`config.mk`:
```
export PLATFORM = sky130hd
export DESIGN_NAME = spi_regfront
export DESIGN_NICKNAME = d
export VERILOG_FILES = /design/src/rtl/spi_regfront_pkg.sv /design/src/rtl/spi_flag_seq.sv /design/src/rtl/spi_rx_buffer.sv /design/src/rtl/spi_tx_gate.sv /design/src/rtl/spi_regfront.sv
export SDC_FILE = /design/constraint.sdc
export NUM_CORES = 1
export LEC_CHECK = 0
export BUFFER_PORTS_ARGS = -buffer_cell sky130_fd_sc_hd__buf_2
export CORE_MARGIN = 4
export CORE_UTILIZATION = 49
export DETAILED_ROUTE_END_ITERATION = 8
export PLACE_DENSITY = 0.77
export SETUP_SLACK_MARGIN = 0.4
export SLEW_MARGIN = 40
export SYNTH_ARGS = -nofsm -noshare
export SYNTH_HDL_FRONTEND = slang
export SYNTH_SLANG_ARGS = --single-unit
```
`constraint.sdc`:
```
create_clock -name clk -period 1.27 [get_ports clk]
set_input_delay 0.0635 -clock clk [delete_from_list [all_inputs] [get_ports clk]]
set_output_delay 0.0635 -clock clk [all_outputs]
set_load 0.05 [all_outputs]
```
`src/rtl/spi_regfront_pkg.sv`:
```
package spi_regfront_pkg;
  localparam int SEL_W = 2;

  typedef enum logic [SEL_W-1:0] {
    SEL_CTRL = 2'd0,
    SEL_STAT = 2'd1,
    SEL_DATA = 2'd2,
    SEL_NONE = 2'd3
  } reg_sel_e;

  localparam int FLAG_N   = 3;
  localparam int FL_DONE  = 0;
  localparam int FL_COLL  = 1;
  localparam int FL_FAULT = 2;

  localparam int BIT_DONE  = 7;
  localparam int BIT_COLL  = 6;
  localparam int BIT_FAULT = 4;
endpackage

```
`src/rtl/spi_flag_seq.sv`:
```
module spi_flag_seq (
  input  logic clk,
  input  logic rst,
  input  logic set_i,
  input  logic stat_rd_i,
  input  logic clr_acc_i,
  output logic flag_o
);
  logic armed;

  always_ff @(posedge clk) begin
    if (rst) begin
      flag_o <= 1'b0;
      armed  <= 1'b0;
    end else begin
      if (stat_rd_i)
        armed <= flag_o;
      else if (clr_acc_i)
        armed <= 1'b0;

      if (set_i)
        flag_o <= 1'b1;
      else if (clr_acc_i && armed)
        flag_o <= 1'b0;
    end
  end

  // a set event always leaves the flag set
  p_set_sticks_r12: assert property (@(posedge clk) disable iff (rst)
    set_i |=> flag_o);

  // a flag only falls after an armed clearing access
  p_clear_needs_arm_r11: assert property (@(posedge clk) disable iff (rst)
    $fell(flag_o) |-> $past(clr_acc_i && armed));
endmodule

```
`src/rtl/spi_rx_buffer.sv`:
```
module spi_rx_buffer #(
  parameter int DATA_W = 8
) (
  input  logic              clk,
  input  logic              rst,
  input  logic              done_i,
  input  logic              hold_i,
  input  logic [DATA_W-1:0] byte_i,
  output logic [DATA_W-1:0] buf_o
);
  always_ff @(posedge clk) begin
    if (done_i && !hold_i)
      buf_o <= byte_i;
  end

  // an overrun leaves the buffered byte untouched
  p_overrun_hold_r10: assert property (@(posedge clk) disable iff (rst)
    (done_i && hold_i) |=> $stable(buf_o));
endmodule

```
`src/rtl/spi_tx_gate.sv`:
```
module spi_tx_gate #(
  parameter int DATA_W = 8
) (
  input  logic              clk,
  input  logic              rst,
  input  logic              wr_data_i,
  input  logic              master_i,
  input  logic              eng_busy_i,
  input  logic [DATA_W-1:0] wdata_i,
  output logic              coll_o,
  output logic              tx_start_o,
  output logic [DATA_W-1:0] tx_byte_o
);
  logic busy_eff;

  assign busy_eff = eng_busy_i | tx_start_o;
  assign coll_o   = wr_data_i & busy_eff;

  always_ff @(posedge clk) begin
    if (rst) begin
      tx_start_o <= 1'b0;
      tx_byte_o  <= '0;
    end else begin
      tx_start_o <= wr_data_i & ~busy_eff & master_i;
      if (wr_data_i && !busy_eff)
        tx_byte_o <= wdata_i;
    end
  end

  // the start pulse lasts one cycle
  p_start_single_r8: assert property (@(posedge clk) disable iff (rst)
    tx_start_o |=> !tx_start_o);

  // a refused write neither starts nor reloads
  p_refused_write_r5: assert property (@(posedge clk) disable iff (rst)
    coll_o |=> (!tx_start_o && $stable(tx_byte_o)));
endmodule

```
`src/rtl/spi_regfront.sv`:
```
module spi_regfront
  import spi_regfront_pkg::*;
#(
  parameter int DATA_W = 8
) (
  input  logic              clk,
  input  logic              rst,
  input  logic              bus_rd,
  input  logic              bus_wr,
  input  logic [SEL_W-1:0]  bus_addr,
  input  logic [DATA_W-1:0] bus_wdata,
  output logic [DATA_W-1:0] bus_rdata,
  input  logic              cfg_master,
  input  logic              eng_busy,
  input  logic              xfer_done,
  input  logic [DATA_W-1:0] xfer_rx_byte,
  input  logic              mode_fault,
  output logic              tx_start,
  output logic [DATA_W-1:0] tx_byte
);
  reg_sel_e sel;
  logic rd_stat, rd_data, wr_data, wr_ctrl, acc_data;
  logic coll;
  logic [FLAG_N-1:0] flag_set, flag_clr, flag_q;
  logic [DATA_W-1:0] rx_buf, stat_val;

  assign sel      = reg_sel_e'(bus_addr);
  assign rd_stat  = bus_rd && (sel == SEL_STAT);
  assign rd_data  = bus_rd && (sel == SEL_DATA);
  assign wr_data  = bus_wr && (sel == SEL_DATA);
  assign wr_ctrl  = bus_wr && (sel == SEL_CTRL);
  assign acc_data = rd_data | wr_data;

  spi_tx_gate #(.DATA_W(DATA_W)) u_tx (
    .clk(clk), .rst(rst), .wr_data_i(wr_data), .master_i(cfg_master),
    .eng_busy_i(eng_busy), .wdata_i(bus_wdata), .coll_o(coll),
    .tx_start_o(tx_start), .tx_byte_o(tx_byte)
  );

  spi_rx_buffer #(.DATA_W(DATA_W)) u_rx (
    .clk(clk), .rst(rst), .done_i(xfer_done), .hold_i(flag_q[FL_DONE]),
    .byte_i(xfer_rx_byte), .buf_o(rx_buf)
  );

  always_comb begin
    flag_set           = '0;
    flag_clr           = '0;
    flag_set[FL_DONE]  = xfer_done;
    flag_set[FL_COLL]  = coll;
    flag_set[FL_FAULT] = mode_fault;
    flag_clr[FL_DONE]  = acc_data;
    flag_clr[FL_COLL]  = acc_data;
    flag_clr[FL_FAULT] = wr_ctrl;
  end

  for (genvar g = 0; g < FLAG_N; g++) begin : g_flag
    spi_flag_seq u_flag (
      .clk(clk), .rst(rst), .set_i(flag_set[g]), .stat_rd_i(rd_stat),
      .clr_acc_i(flag_clr[g]), .flag_o(flag_q[g])
    );
  end

  always_comb begin
    stat_val            = '0;
    stat_val[BIT_DONE]  = flag_q[FL_DONE];
    stat_val[BIT_COLL]  = flag_q[FL_COLL];
    stat_val[BIT_FAULT] = flag_q[FL_FAULT];
  end

  always_ff @(posedge clk) begin
    if (rst)
      bus_rdata <= '0;
    else if (bus_rd) begin
      case (sel)
        SEL_STAT: bus_rdata <= stat_val;
        SEL_DATA: bus_rdata <= rx_buf;
        default:  bus_rdata <= '0;
      endcase
    end
  end

  // data accesses never clear the mode fault
  p_fault_kept_r7: assert property (@(posedge clk) disable iff (rst)
    (flag_q[FL_FAULT] && !bus_wr) |=> flag_q[FL_FAULT]);

  // a completed byte raises transfer complete
  p_done_sets_r3: assert property (@(posedge clk) disable iff (rst)
    xfer_done |=> flag_q[FL_DONE]);
endmodule

```
==> summary.md, run 1 <==
The run finished with clean final reports. After clock tree synthesis, the clock-pin slew on the worst setup and hold paths is 0.10 ns. STA classifies the critical path startpoint as a flip-flop. In this run the core area contains 18 standard-cell rows.

Timing would allow up to 934.0 MHz. Counting the buffers created by CTS gives 5. The top cell types in the final layout, fill and taps aside, are 26 x sky130_fd_sc_hd__buf_2, 22 x sky130_fd_sc_hd__nand2b_1, 18 x sky130_fd_sc_hd__dlygate4sd3_1, 16 x sky130_fd_sc_hd__dfxtp_2, 13 x sky130_fd_sc_hd__buf_8. For the worst setup path, the data arrival time is 1.32 ns. The minimum clock period after layout works out to 1.071 ns. Max-cap check violation count: 0. The required time reported for the critical path endpoint came out at 1.52 ns.

For the final routed database, the setup TNS stands at 0 ns. Timing analysis after detailed placement gives a worst setup slack of 0.1677 ns. Of all nets on the critical path, the largest fanout is 4. For this run, the detailed router's first-pass iteration total came to 4. The die area is 0.003659 sq mm, and the routed wirelength normalized by instance count is 14.23 um. The depth of the CTS H-tree is 2. The worst hold endpoint was g_flag[0].u_flag.flag_o$_SDFFE_PP0P_. The switching share of power works out to 22.86%.

Kind of critical path: reg -> reg. For the synthesized area, the log shows 0.001350 sq mm. Across the VDD grid, the largest voltage drop is 0.9252 mV.

The routed layout has 1101 vias. The logs give 0 for the hold violation total from the final report and 3.017 mm for the final routed wirelength across all metal layers. Total power for the finished layout comes to 2.155 mW. Hold is met by 0.05679 ns. Startpoint of the lowest-slack hold path: xfer_done.

Each instance of the synthesized netlist takes up on average 11.44 sq um. For the number of standard cells in the final layout excluding fillers, the log shows 212. For the pin with the worst max-slew slack, the measured transition is 0.5308 ns. The logs give 0 for the total setup violations reported at the end of the flow and 0.002027 sq mm for the final cell area excluding filler cells. Leakage power total: 0.8443 nW. Leaving out fill and tap cells, the most frequent cell in the layout is sky130_fd_sc_hd__buf_2. Entering global routing, the biggest net connects 37 pins. The worst hold path class was in -> reg.

For the number of distinct library cells after synthesis, the log shows 28. The worst register-to-register path begins at u_tx.tx_start_o$_SDFF_PP0_. The tree is rooted in a sky130_fd_sc_hd__clkbuf_4. In the final design database the tool counted 210 nets.

The setup check on the worst reg-to-reg path leaves a slack of 0.20 ns. The final worst setup slack is 0.1993 ns. TritonCTS built the clock tree.

In this run the standard cell core region covers 0.002545 sq mm. The internal power of the cells totals 1.662 mW. The violation count after the first detailed-route iteration came out at 32.

The first global-routing pass estimated 5.050 mm of wire. Counting tap cells, the placed design contains a total of 184 instances. The capturing point of the worst reg2reg path is u_tx.tx_byte_o[5]$_SDFFE_PP0P_. The overall routing resource usage is 19.25%, and the number of cells traversed by the worst register-to-register path is 3. At the end of the flow the core is filled with cells to 79.65%. The tree built by TritonCTS fans out to 31 sinks. The clock network fraction of total power is 36.8%, and the ratio of cells with drive above 1 in the final layout is 44.51%.

The run gives 1113 as the number of global-route vias before repair. 0 antenna diodes ended up in the layout. The growth of design area from synthesis to finish is 50.14%, and the net switching power is 0.4926 mW.

Summing the sequential cell areas from Yosys gives 51.90% of the chip area. The later-pin clock latency in the skew report is 0.32 ns, and the number of standard cells after synthesis is 118. The run gives 43 as the I/O pin count. Of the available clock period, the critical path in the final layout requires 84.30%. The share of total power dissipated in sequential elements is 49.8%.

Setup repair after global routing could not meet its margin everywhere. Number of DRC violations after detailed routing: 0. The max-slew violation total from the final report is 0.

The synthesized design contains 31 register bits. After detailed placement, the total cell area comes to 0.001583 sq mm. The clock passes through at most 2 buffers.

Buffers placed on the I/O ports in this run total 42. Dividing the detail-routed via count by the number of cells gives 5.193. For this design the ratio of total power to cell area is 1063 mW/mm^2.

In this run the vertical extent of the chip is 60.49 um. In this run the tightest slew margin relative to its limit is 64.61%. The Yosys step of the flow raised 0 warnings. Combinational logic is responsible for 13.4% of the overall power. Half-perimeter wire length after placement: 1.845 mm.

Routability-driven placement finished with a final weighted congestion of 0.7256. Along the worst hold path, the cell count comes to 3. The starting density of the core is 53.05%, and the count of antenna-violating nets left after detailed routing is 0.

The run gives 0 as the initial antenna violation count. For this run the aggregate overflow at the end of global routing stands at 0. The horizontal extent of the die came out at 60.49 um.

The worst setup path is captured at a flip-flop. Between clock sinks in the finished design, the worst skew comes to 0.008569 ns. The net count after synthesis came out at 147.
-- sequential cells by signal, summed over array words and instances (netlist names) --
name                  cells
u_tx.tx_start_o           1
g_flag.u_flag.flag_o      3
u_tx.tx_byte_o            8
bus_rdata                 8
u_rx.buf_o                8
g_flag.u_flag.armed       3
-- cells in the mapped netlist --
cell / n / area [sq um]
sky130_fd_sc_hd__a21oi_1: 5 / 25.02
sky130_fd_sc_hd__a22oi_1: 3 / 22.52
sky130_fd_sc_hd__a311oi_1: 1 / 8.760
sky130_fd_sc_hd__a311oi_2: 1 / 15.01
sky130_fd_sc_hd__and2_1: 1 / 6.260
sky130_fd_sc_hd__and2_2: 1 / 7.510
sky130_fd_sc_hd__and3b_1: 1 / 8.760
sky130_fd_sc_hd__and4bb_1: 1 / 12.51
sky130_fd_sc_hd__buf_2: 4 / 20.02
sky130_fd_sc_hd__buf_4: 1 / 7.510
sky130_fd_sc_hd__buf_6: 2 / 22.52
sky130_fd_sc_hd__clkbuf_1: 1 / 3.750
sky130_fd_sc_hd__dfxtp_1: 23 / 460.4
sky130_fd_sc_hd__edfxtp_1: 8 / 240.2
sky130_fd_sc_hd__ha_1: 3 / 37.54
sky130_fd_sc_hd__inv_1: 10 / 37.54
sky130_fd_sc_hd__mux2i_1: 8 / 80.08
sky130_fd_sc_hd__nand2b_1: 22 / 137.6
sky130_fd_sc_hd__nand3_1: 5 / 25.02
sky130_fd_sc_hd__nand3b_4: 1 / 20.02
sky130_fd_sc_hd__nand4b_1: 3 / 26.28
sky130_fd_sc_hd__nor2_1: 3 / 11.26
sky130_fd_sc_hd__o211a_1: 1 / 10.01
sky130_fd_sc_hd__o211ai_1: 1 / 7.510
sky130_fd_sc_hd__o21a_4: 1 / 15.01
sky130_fd_sc_hd__o22ai_1: 1 / 6.260
sky130_fd_sc_hd__o32ai_1: 3 / 26.28
sky130_fd_sc_hd__o41ai_2: 3 / 48.80
-- worst max-delay path, cell delays in order, from the launching register on --
cell and delay (ns):
sky130_fd_sc_hd__dfxtp_4 0.35, sky130_fd_sc_hd__and4bb_2 0.31, sky130_fd_sc_hd__buf_4 0.15, sky130_fd_sc_hd__mux2i_1 0.18
-- per-layer routing --
metal	vias to the layer above	part of all wire, %	routed length (um)	GRT usage (%)
li1	538	-	-	-
met3	8	6.5	197	6.383
met4	0	2.4	73	11.46
met5	-	0	0	0
met2	38	54	1641	33.02
met1	517	37	1106	20.56
-- kinds of logic (layout without fill, tap and decap cells) --
kind of cell | Yosys count | in the layout | share of synthesized area [%]
flops | 31 | 31 | 51.90
buf+inv | 18 | 82 | 6.766
mux | 8 | 8 | 5.932
compound gates | 20 | 20 | 13.72
fa+ha+maj | 3 | 3 | 2.781
simple gates | 38 | 38 | 18.91
-- area by class of cell --
type / count / area [sq um]
clock buffer: 6 / 51.30
clock inverter: 2 / 35.03
fill: 162 / 518.0
inverter: 10 / 37.54
multi-input combinational: 69 / 568.0
sequential: 31 / 724.4
tap: 30 / 37.54
timing repair buffer: 64 / 573.1
-- worst max-delay path by stage --
| stage | startpoint | endpoint | slack (ns) | depth (start not counted) |
|---|---|---|---|---|
| 5_1_grt | u_tx.tx_start_o$_SDFF_PP0_ | u_tx.tx_byte_o[5]$_SDFFE_PP0P_ | 0.13 | 3 |
| 3_3_place_gp | bus_addr[0] | u_tx.tx_byte_o[0]$_SDFFE_PP0P_ | 0.22 | 6 |
| 6_report | u_tx.tx_start_o$_SDFF_PP0_ | u_tx.tx_byte_o[5]$_SDFFE_PP0P_ | 0.20 | 3 |
| 4_1_cts | u_tx.tx_start_o$_SDFF_PP0_ | u_tx.tx_byte_o[2]$_SDFFE_PP0P_ | 0.24 | 3 |
| 3_5_place_dp | bus_addr[0] | u_tx.tx_byte_o[1]$_SDFFE_PP0P_ | 0.17 | 6 |
| 2_1_floorplan | u_tx.tx_start_o$_SDFF_PP0_ | u_tx.tx_byte_o[0]$_SDFFE_PP0P_ | 0.24 | 3 |
-- power groups by stage --
stage	Sequential, mW	Clock [mW]	Combinational [mW]
final	1.07	0.793	0.290
after global routing	1.08	0.860	0.315
after CTS	1.07	0.813	0.281
after global placement	1.09	0	0.216
after detailed placement	1.09	0	0.221
after floorplan	1.13	0	0.115
-- what timing repair did --
action	CTS	global route
resized for setup	43	13
hold buffers	18	0
endpoints found under the setup margin	34	34
pin swaps	1	0
gates cloned	0	1
buffers inserted	1	0
endpoints found under the hold margin	18	0
No activity file was read; power rests on OpenSTA's default activity.
==> run 2: changes to the inputs <==
Settings changed: CORE_UTILIZATION 49 to 44, PLACE_DENSITY 0.77 to 0.73.
Clock period 1.27 ns to 0.85 ns, I/O delays scaled along.
==> summary.md, run 2 (synthesis gave the netlist of run 1 again) <==
The pin count of the biggest net entering global routing was 37 (unchanged). The clock-pin transition on the worst setup and hold timing paths was 0.11 ns (about the same). The worst hold path class was in -> reg.

The horizontal extent of the die is 63.39 um (+4.8%), and the ratio of cells with drive above 1 in the final layout is 68.72% (+24 points). The final weighted congestion in routability-driven placement was 0.8131 (+12%); the I/O pin count was 43 (unchanged). The max-slew violation total from the final report is 0 (unchanged), and the top achievable clock speed is 902.0 MHz (-3.4%). Leaving out fill and tap cells, the most frequent cell in the layout is sky130_fd_sc_hd__buf_2.

The clock tree root buffer cell was sky130_fd_sc_hd__clkbuf_4. The checks that failed: hold timing, setup timing. For the largest clock skew in the final design, the log shows 0.01546 ns (+0.006891 ns).

The clock buffer count from CTS was 5 (unchanged). The worst setup path is of the reg -> reg kind. The hold violation total from the final report was 18 (+18); the total setup violations reported at the end of the flow was 34 (+34). The later-pin clock latency in the skew report is 0.33 ns (about the same). The placeable core area was 0.002853 sq mm (+12%); the minimum clock period after layout was 1.109 ns (+0.03798 ns). Die area: 0.004018 sq mm (+9.8%).

The run gives 1.10 ns (-0.42 ns) as the required time reported for the critical path endpoint. The run gives 0 (unchanged) as the max-cap check violation count. Number of DRC violations after detailed routing: 0 (unchanged). In the final layout, the registers with the most flip-flops are bus_rdata (8), u_rx.buf_o (8), u_tx.tx_byte_o (8). The initial antenna violation count came out at 0 (unchanged). The growth of design area from synthesis to finish was 61.91%. TritonCTS built the clock tree.

The total chip power is 3.210 mW (+49%), and the vertical die dimension is 63.39 um (+4.8%). The worst-path maximum fanout is 5 (+1), and the total via count after detailed routing is 1083 (-1.6%). The run finished, with violations left. The tools report the final worst setup slack as -0.2586 ns (-0.4580 ns). Overall routing resource usage: 16.39% (-2.9 points).

For the violation count after the first detailed-route iteration, the log shows 40 (+25%). The antenna cell count is 0 (unchanged), and the remaining max-slew budget at the tightest pin is 84.39% (+20 points). The number of buffers on the longest clock path was 2 (unchanged). For the worst path arrival time, the log shows 1.36 ns (+0.04 ns). The average vias per placed instance works out to 5.157 (-0.70%).

The run gives 0 (unchanged) as the count of antenna-violating nets left after detailed routing. The library cells used most frequently in the layout, excluding fill and tap cells, are 24 x sky130_fd_sc_hd__buf_2, 21 x sky130_fd_sc_hd__nand2b_1, 14 x sky130_fd_sc_hd__buf_8, 12 x sky130_fd_sc_hd__dfxtp_2, 11 x sky130_fd_sc_hd__buf_6. The slew at the pin closest to its max-slew limit was 0.2337 ns (-0.2972 ns); the worst vdd rail ir drop was 1.684 mV (+82%). The routed wirelength normalized by instance count was 15.09 um (+6.0%).

Setup repair after global routing could not meet its margin everywhere. The count of nets after finishing was 207 (-1.4%). The sort of element at the end of the critical path is a flip-flop.

The run gives 3.169 mm (+5.0%) as the final routed wirelength across all metal layers. The half-perimeter wire length after placement was 1.931 mm (+4.7%). The number of global-route vias before repair is 1108 (-0.45%). Depth of the CTS H-tree: 2 (unchanged). The starting density of the core came out at 47.32% (-5.7 points). The number of buffers added on ports is 42 (unchanged), and the placement row count is 19 (+1). The part of the cycle the worst path needs was 130.4% (+46 points); the remaining global-route overflow was 0 (unchanged).

For the filler cell count, the log shows 176 (+8.6%). The run gives 4 (unchanged) as the number of search-and-repair iterations in the first detailed-routing pass. The leakage power total is 0.8863 nW (+5.0%). The run gives 31 (unchanged) as the number of sinks driven by the clock tree. The logs give -0.1235 ns (-0.1803 ns) for the worst hold-check slack and 5.085 mm (+0.69%) for the wire length of the first global-routing pass. The worst setup path is launched from a flip-flop.

The power density of the placed cells is 1469 mW/mm^2 (+38%).
-- run 2: cell types whose count changed in the layout (fill, tap and decap cells not counted), sizes merged --
cell | before | now
buf | 46 | 60
clkinv | 1 | 2
dlygate4sd3 | 18 | 0
-- run 2: worst max-delay path, cell delays in order (launching register included) --
cell                       delay [ns]
sky130_fd_sc_hd__dfxtp_4         0.35
sky130_fd_sc_hd__and4bb_4        0.34
sky130_fd_sc_hd__buf_12          0.13
sky130_fd_sc_hd__mux2i_4         0.22
-- run 2: power by group --
part	internal [mW]	leakage, nW	switching, mW
Sequential	1.55	0.276	0.0368
Combinational	0.251	0.565	0.246
Clock	0.619	0.0452	0.510
-- run 2: cell type report --
class | instances | area (sq um) | share of cell area [%]
sequential | 31 | 753.2 | 34.46
multi-input combinational | 69 | 688.2 | 31.48
timing repair buffer | 61 | 586.8 | 26.85
clock inverter | 3 | 43.79 | 2.003
tap | 31 | 38.79 | 1.774
clock buffer | 5 | 37.54 | 1.717
inverter | 10 | 37.54 | 1.717
-- run 2: metrics by stage --
stage | area, sq um | util, % | TNS (ns) | std cells | setup WS [ns]
after detailed placement | 1704 | 59.74 | -2.830 | 191 | -0.1846
final | 2186 | 76.62 | -2.794 | 210 | -0.2586
after CTS | 2076 | 72.76 | -2.890 | 207 | -0.2119
after global placement | 1704 | 59.74 | -2.325 | 191 | -0.1514
after floorplan | 1430 | - | -1.653 | 118 | -0.1838
after global routing | 2186 | 76.62 | -4.191 | 210 | -0.3112
-- run 2: final timing paths --
path	from	to	slack, ns	cells after the start
worst max-delay path	u_tx.tx_start_o$_SDFF_PP0_	u_tx.tx_byte_o[5]$_SDFFE_PP0P_	-0.26	3
worst min-delay path	xfer_rx_byte[5]	u_rx.buf_o[5]$_DFFE_PP_	-0.12	1
worst max register to register	u_tx.tx_start_o$_SDFF_PP0_	u_tx.tx_byte_o[5]$_SDFFE_PP0P_	-0.26	3
worst min register to register	g_flag[1].u_flag.armed$_SDFFE_PP0P_	g_flag[1].u_flag.armed$_SDFFE_PP0P_	0.45	2
-- run 2: routing by layer --
metal  global-route usage, %  up-vias  part of all wire, %
li1                        -      536                    -
met1                   17.78      503                   39
met2                   29.20       36                   53
met3                   4.796        8                  5.8
met4                   7.278        0                  2.1
met5                       0        -                    0
-- run 2: repair_timing --
action / CTS / global route
endpoints found under the setup margin: 48 / 48
hold endpoints to repair: 19 / 18
gates cloned: 0 / 1
gates resized for setup: 68 / 16
pin swaps: 14 / 8
setup buffers: 8 / 2
==> run 3: changes to the inputs <==
Settings changed: SETUP_SLACK_MARGIN 0.4 to 0.1.
==> summary.md, run 3 (synthesis gave the netlist of run 1 again) <==
The total chip power is 2.937 mW (-8.5%). The worst register-to-register path begins at u_tx.tx_start_o$_SDFF_PP0_. The total setup violations reported at the end of the flow is 35 (+2.9%). The tools report the starting density of the core as 47.32% (unchanged). The tools report the number of global-route vias before repair as 1258 (+14%).

The count of nets after finishing came out at 230 (+11%). The most frequent standard cell in the layout excluding fill and tap cells is sky130_fd_sc_hd__buf_2. The worst-path maximum fanout is 9 (+4), and the largest clock skew in the final design is 0.01094 ns (-0.004518 ns). The power density of the placed cells is 1298 mW/mm^2 (-12%), and the remaining global-route overflow is 0 (unchanged).

For the final routed wirelength across all metal layers, the log shows 3.406 mm (+7.5%). Placement row count: 19 (unchanged). Placement-stage worst setup slack: -0.2077 ns (-0.02310 ns). The violation count after the first detailed-route iteration is 58 (+45%). The tools report the nature of the critical path startpoint as a flip-flop. The largest registers in the layout are bus_rdata (8), u_rx.buf_o (8), u_tx.tx_byte_o (8). The tree is rooted in a sky130_fd_sc_hd__clkbuf_4.

The required time reported for the critical path endpoint is 1.09 ns (about the same). The tools report the overall routing resource usage as 18.53% (+2.1 points). The logs give 0 (unchanged) for the max-slew violation total from the final report and 0 (unchanged) for the number of DRC violations after detailed routing. Number of sinks driven by the clock tree: 31 (unchanged). Relative to the synthesized area, the layout overhead comes to 67.56%.

The clock-pin transition on the worst setup and hold timing paths works out to 0.09 ns (-0.02 ns). The logs give -0.20 ns (+0.06 ns) for the worst reg-to-reg setup slack and 1172 (+8.2%) for the total via count after detailed routing. The tools report the I/O pin count as 43 (unchanged). The run gives 0.01882 ns (+0.1423 ns) as the worst hold-check slack.

The final reports fail on setup timing. The tools report the max-cap check violation count as 0 (unchanged). The half-perimeter wire length after placement was 1.999 mm (+3.6%); the ratio of cells with drive above 1 in the final layout was 57.43% (-11 points). Vertical die dimension: 63.39 um (unchanged).

The tools report the hold violation total from the final report as 0 (-18). The later-pin clock latency in the skew report is 0.33 ns (about the same). The count of antenna-violating nets left after detailed routing was 0 (unchanged). The number of cells traversed by the worst register-to-register path was 3 (unchanged); the final worst setup slack was -0.2029 ns (+0.05569 ns). Setup repair after global routing could not meet its margin everywhere.

The run gives 5 (unchanged) as the clock buffer count from CTS. Leakage power total: 0.9536 nW (+7.6%). The capturing point of the worst reg2reg path is u_tx.tx_byte_o[0]$_SDFFE_PP0P_. Worst hold endpoint: g_flag[0].u_flag.flag_o$_SDFFE_PP0P_. The startpoint identified for the worst hold timing path is xfer_done. The average vias per placed instance is 5.030 (-2.5%), and the final weighted congestion in routability-driven placement is 0.7308 (-10%).

For the number of search-and-repair iterations in the first detailed-routing pass, the log shows 4 (unchanged). The routed wirelength normalized by instance count is 14.62 um (-3.1%), and the number of buffers on the longest clock path is 2 (unchanged). The run gives 0.004018 sq mm (unchanged) as the die area. The worst vdd rail ir drop came out at 0.8117 mV (-52%). The instance count along the most critical hold path is 3 (+2), and the number of buffers added on ports is 42 (unchanged).

For the wire length of the first global-routing pass, the log shows 5.851 mm (+15%). The horizontal extent of the die was 63.39 um (unchanged). The tightest min-delay check is of the in -> reg type.

The run gives 0 (unchanged) as the initial antenna violation count. The switching share of power was 26.13% (+1.4 points). The tools report the worst path arrival time as 1.30 ns (-0.06 ns). The remaining max-slew budget at the tightest pin was 82.78% (-1.6 points).

The run gives 18.1% (+2.6 points) as the fraction of power consumed by combinational cells. Register share of total power: 54.4% (+5.0 points). The part of the cycle the worst path needs was 123.9% (-6.6 points); the placeable core area was 0.002853 sq mm (unchanged). The tools report the clock network fraction of total power as 27.5% (-7.7 points). The final design utilization was 79.30% (+2.7 points). The run finished, with violations left. For the antenna cell count, the log shows 0 (unchanged).

The minimum clock period after layout came out at 1.053 ns (-0.05568 ns). Leaving out fill and tap cells, the most frequent cells in the layout are 25 x sky130_fd_sc_hd__buf_2, 21 x sky130_fd_sc_hd__nand2b_1, 18 x sky130_fd_sc_hd__dlygate4sd3_1, 17 x sky130_fd_sc_hd__buf_4, 16 x sky130_fd_sc_hd__dfxtp_2. The tools report the pin count of the biggest net entering global routing as 15 (-59%).

The slew at the pin closest to its max-slew limit came out at 0.2577 ns (+0.02405 ns). The depth of the CTS H-tree is 2 (unchanged), and the internal cell power is 2.170 mW (-10%). Kind of critical path: reg -> reg.

The sort of element at the end of the critical path was a flip-flop. The run gives 0.7674 mW (-3.2%) as the net switching power. TritonCTS built the clock tree. The top achievable clock speed was 949.7 MHz (+5.3%).
[run 3: worst max-delay path by stage]
stage	startpoint	end	slack [ns]
2_1_floorplan	u_tx.tx_start_o$_SDFF_PP0_	u_tx.tx_byte_o[0]$_SDFFE_PP0P_	-0.18
3_3_place_gp	bus_addr[0]	u_tx.tx_byte_o[7]$_SDFFE_PP0P_	-0.15
6_report	u_tx.tx_start_o$_SDFF_PP0_	u_tx.tx_byte_o[0]$_SDFFE_PP0P_	-0.20
5_1_grt	u_tx.tx_start_o$_SDFF_PP0_	u_tx.tx_byte_o[7]$_SDFFE_PP0P_	-0.26
4_1_cts	u_tx.tx_start_o$_SDFF_PP0_	u_tx.tx_byte_o[7]$_SDFFE_PP0P_	-0.20
3_5_place_dp	bus_addr[0]	u_tx.tx_byte_o[4]$_SDFFE_PP0P_	-0.21
[run 3: power groups by stage]
stage	Sequential [mW]	Combinational, mW	Clock, mW
floorplan	1.68	0.180	0
global placement	1.62	0.374	0
detailed placement	1.62	0.383	0
CTS	1.59	0.503	0.821
global route	1.60	0.571	0.908
finish	1.60	0.530	0.808
[run 3: worst max-delay path: stages (launching register included)]
cell	delay (ns)
sky130_fd_sc_hd__dfxtp_4	0.35
sky130_fd_sc_hd__and4bb_1	0.29
sky130_fd_sc_hd__buf_12	0.15
sky130_fd_sc_hd__mux2i_1	0.19
[run 3: per-layer routing]
layer / GRT usage (%) / share of wire (%) / vias to the layer above
li1: - / - / 581
met1: 21.58 / 41 / 541
met2: 31.29 / 51 / 44
met3: 6.217 / 6.6 / 6
met4: 7.008 / 1.4 / 0
met5: 0 / 0 / -
[run 3: per-stage QoR]
| stage | std cells | cell area, sq um | setup TNS, ns |
|---|---|---|---|
| final | 233 | 2262 | -2.433 |
| after global routing | 233 | 2262 | -4.010 |
| after CTS | 230 | 2201 | -2.683 |
| after detailed placement | 197 | 1710 | -3.404 |
| after global placement | 197 | 1710 | -2.648 |
| after floorplan | 118 | 1404 | -1.653 |
[run 3: layout make-up]
cell class | count | area [sq um]
clock buffer | 7 | 45.04
timing repair buffer | 84 | 768.2
multi-input combinational | 69 | 628.1
tap | 31 | 38.79
clock inverter | 1 | 5.005
fill | 171 | 590.6
inverter | 10 | 37.54
sequential | 31 | 739.5
[run 3: repair_timing]
item | CTS | global route
setup endpoints to repair | 41 | 43
hold buffers | 18 | 0
buffers inserted | 7 | 4
hold endpoints to repair | 18 | 0
resized for setup | 65 | 13
pin swaps | 8 | 3
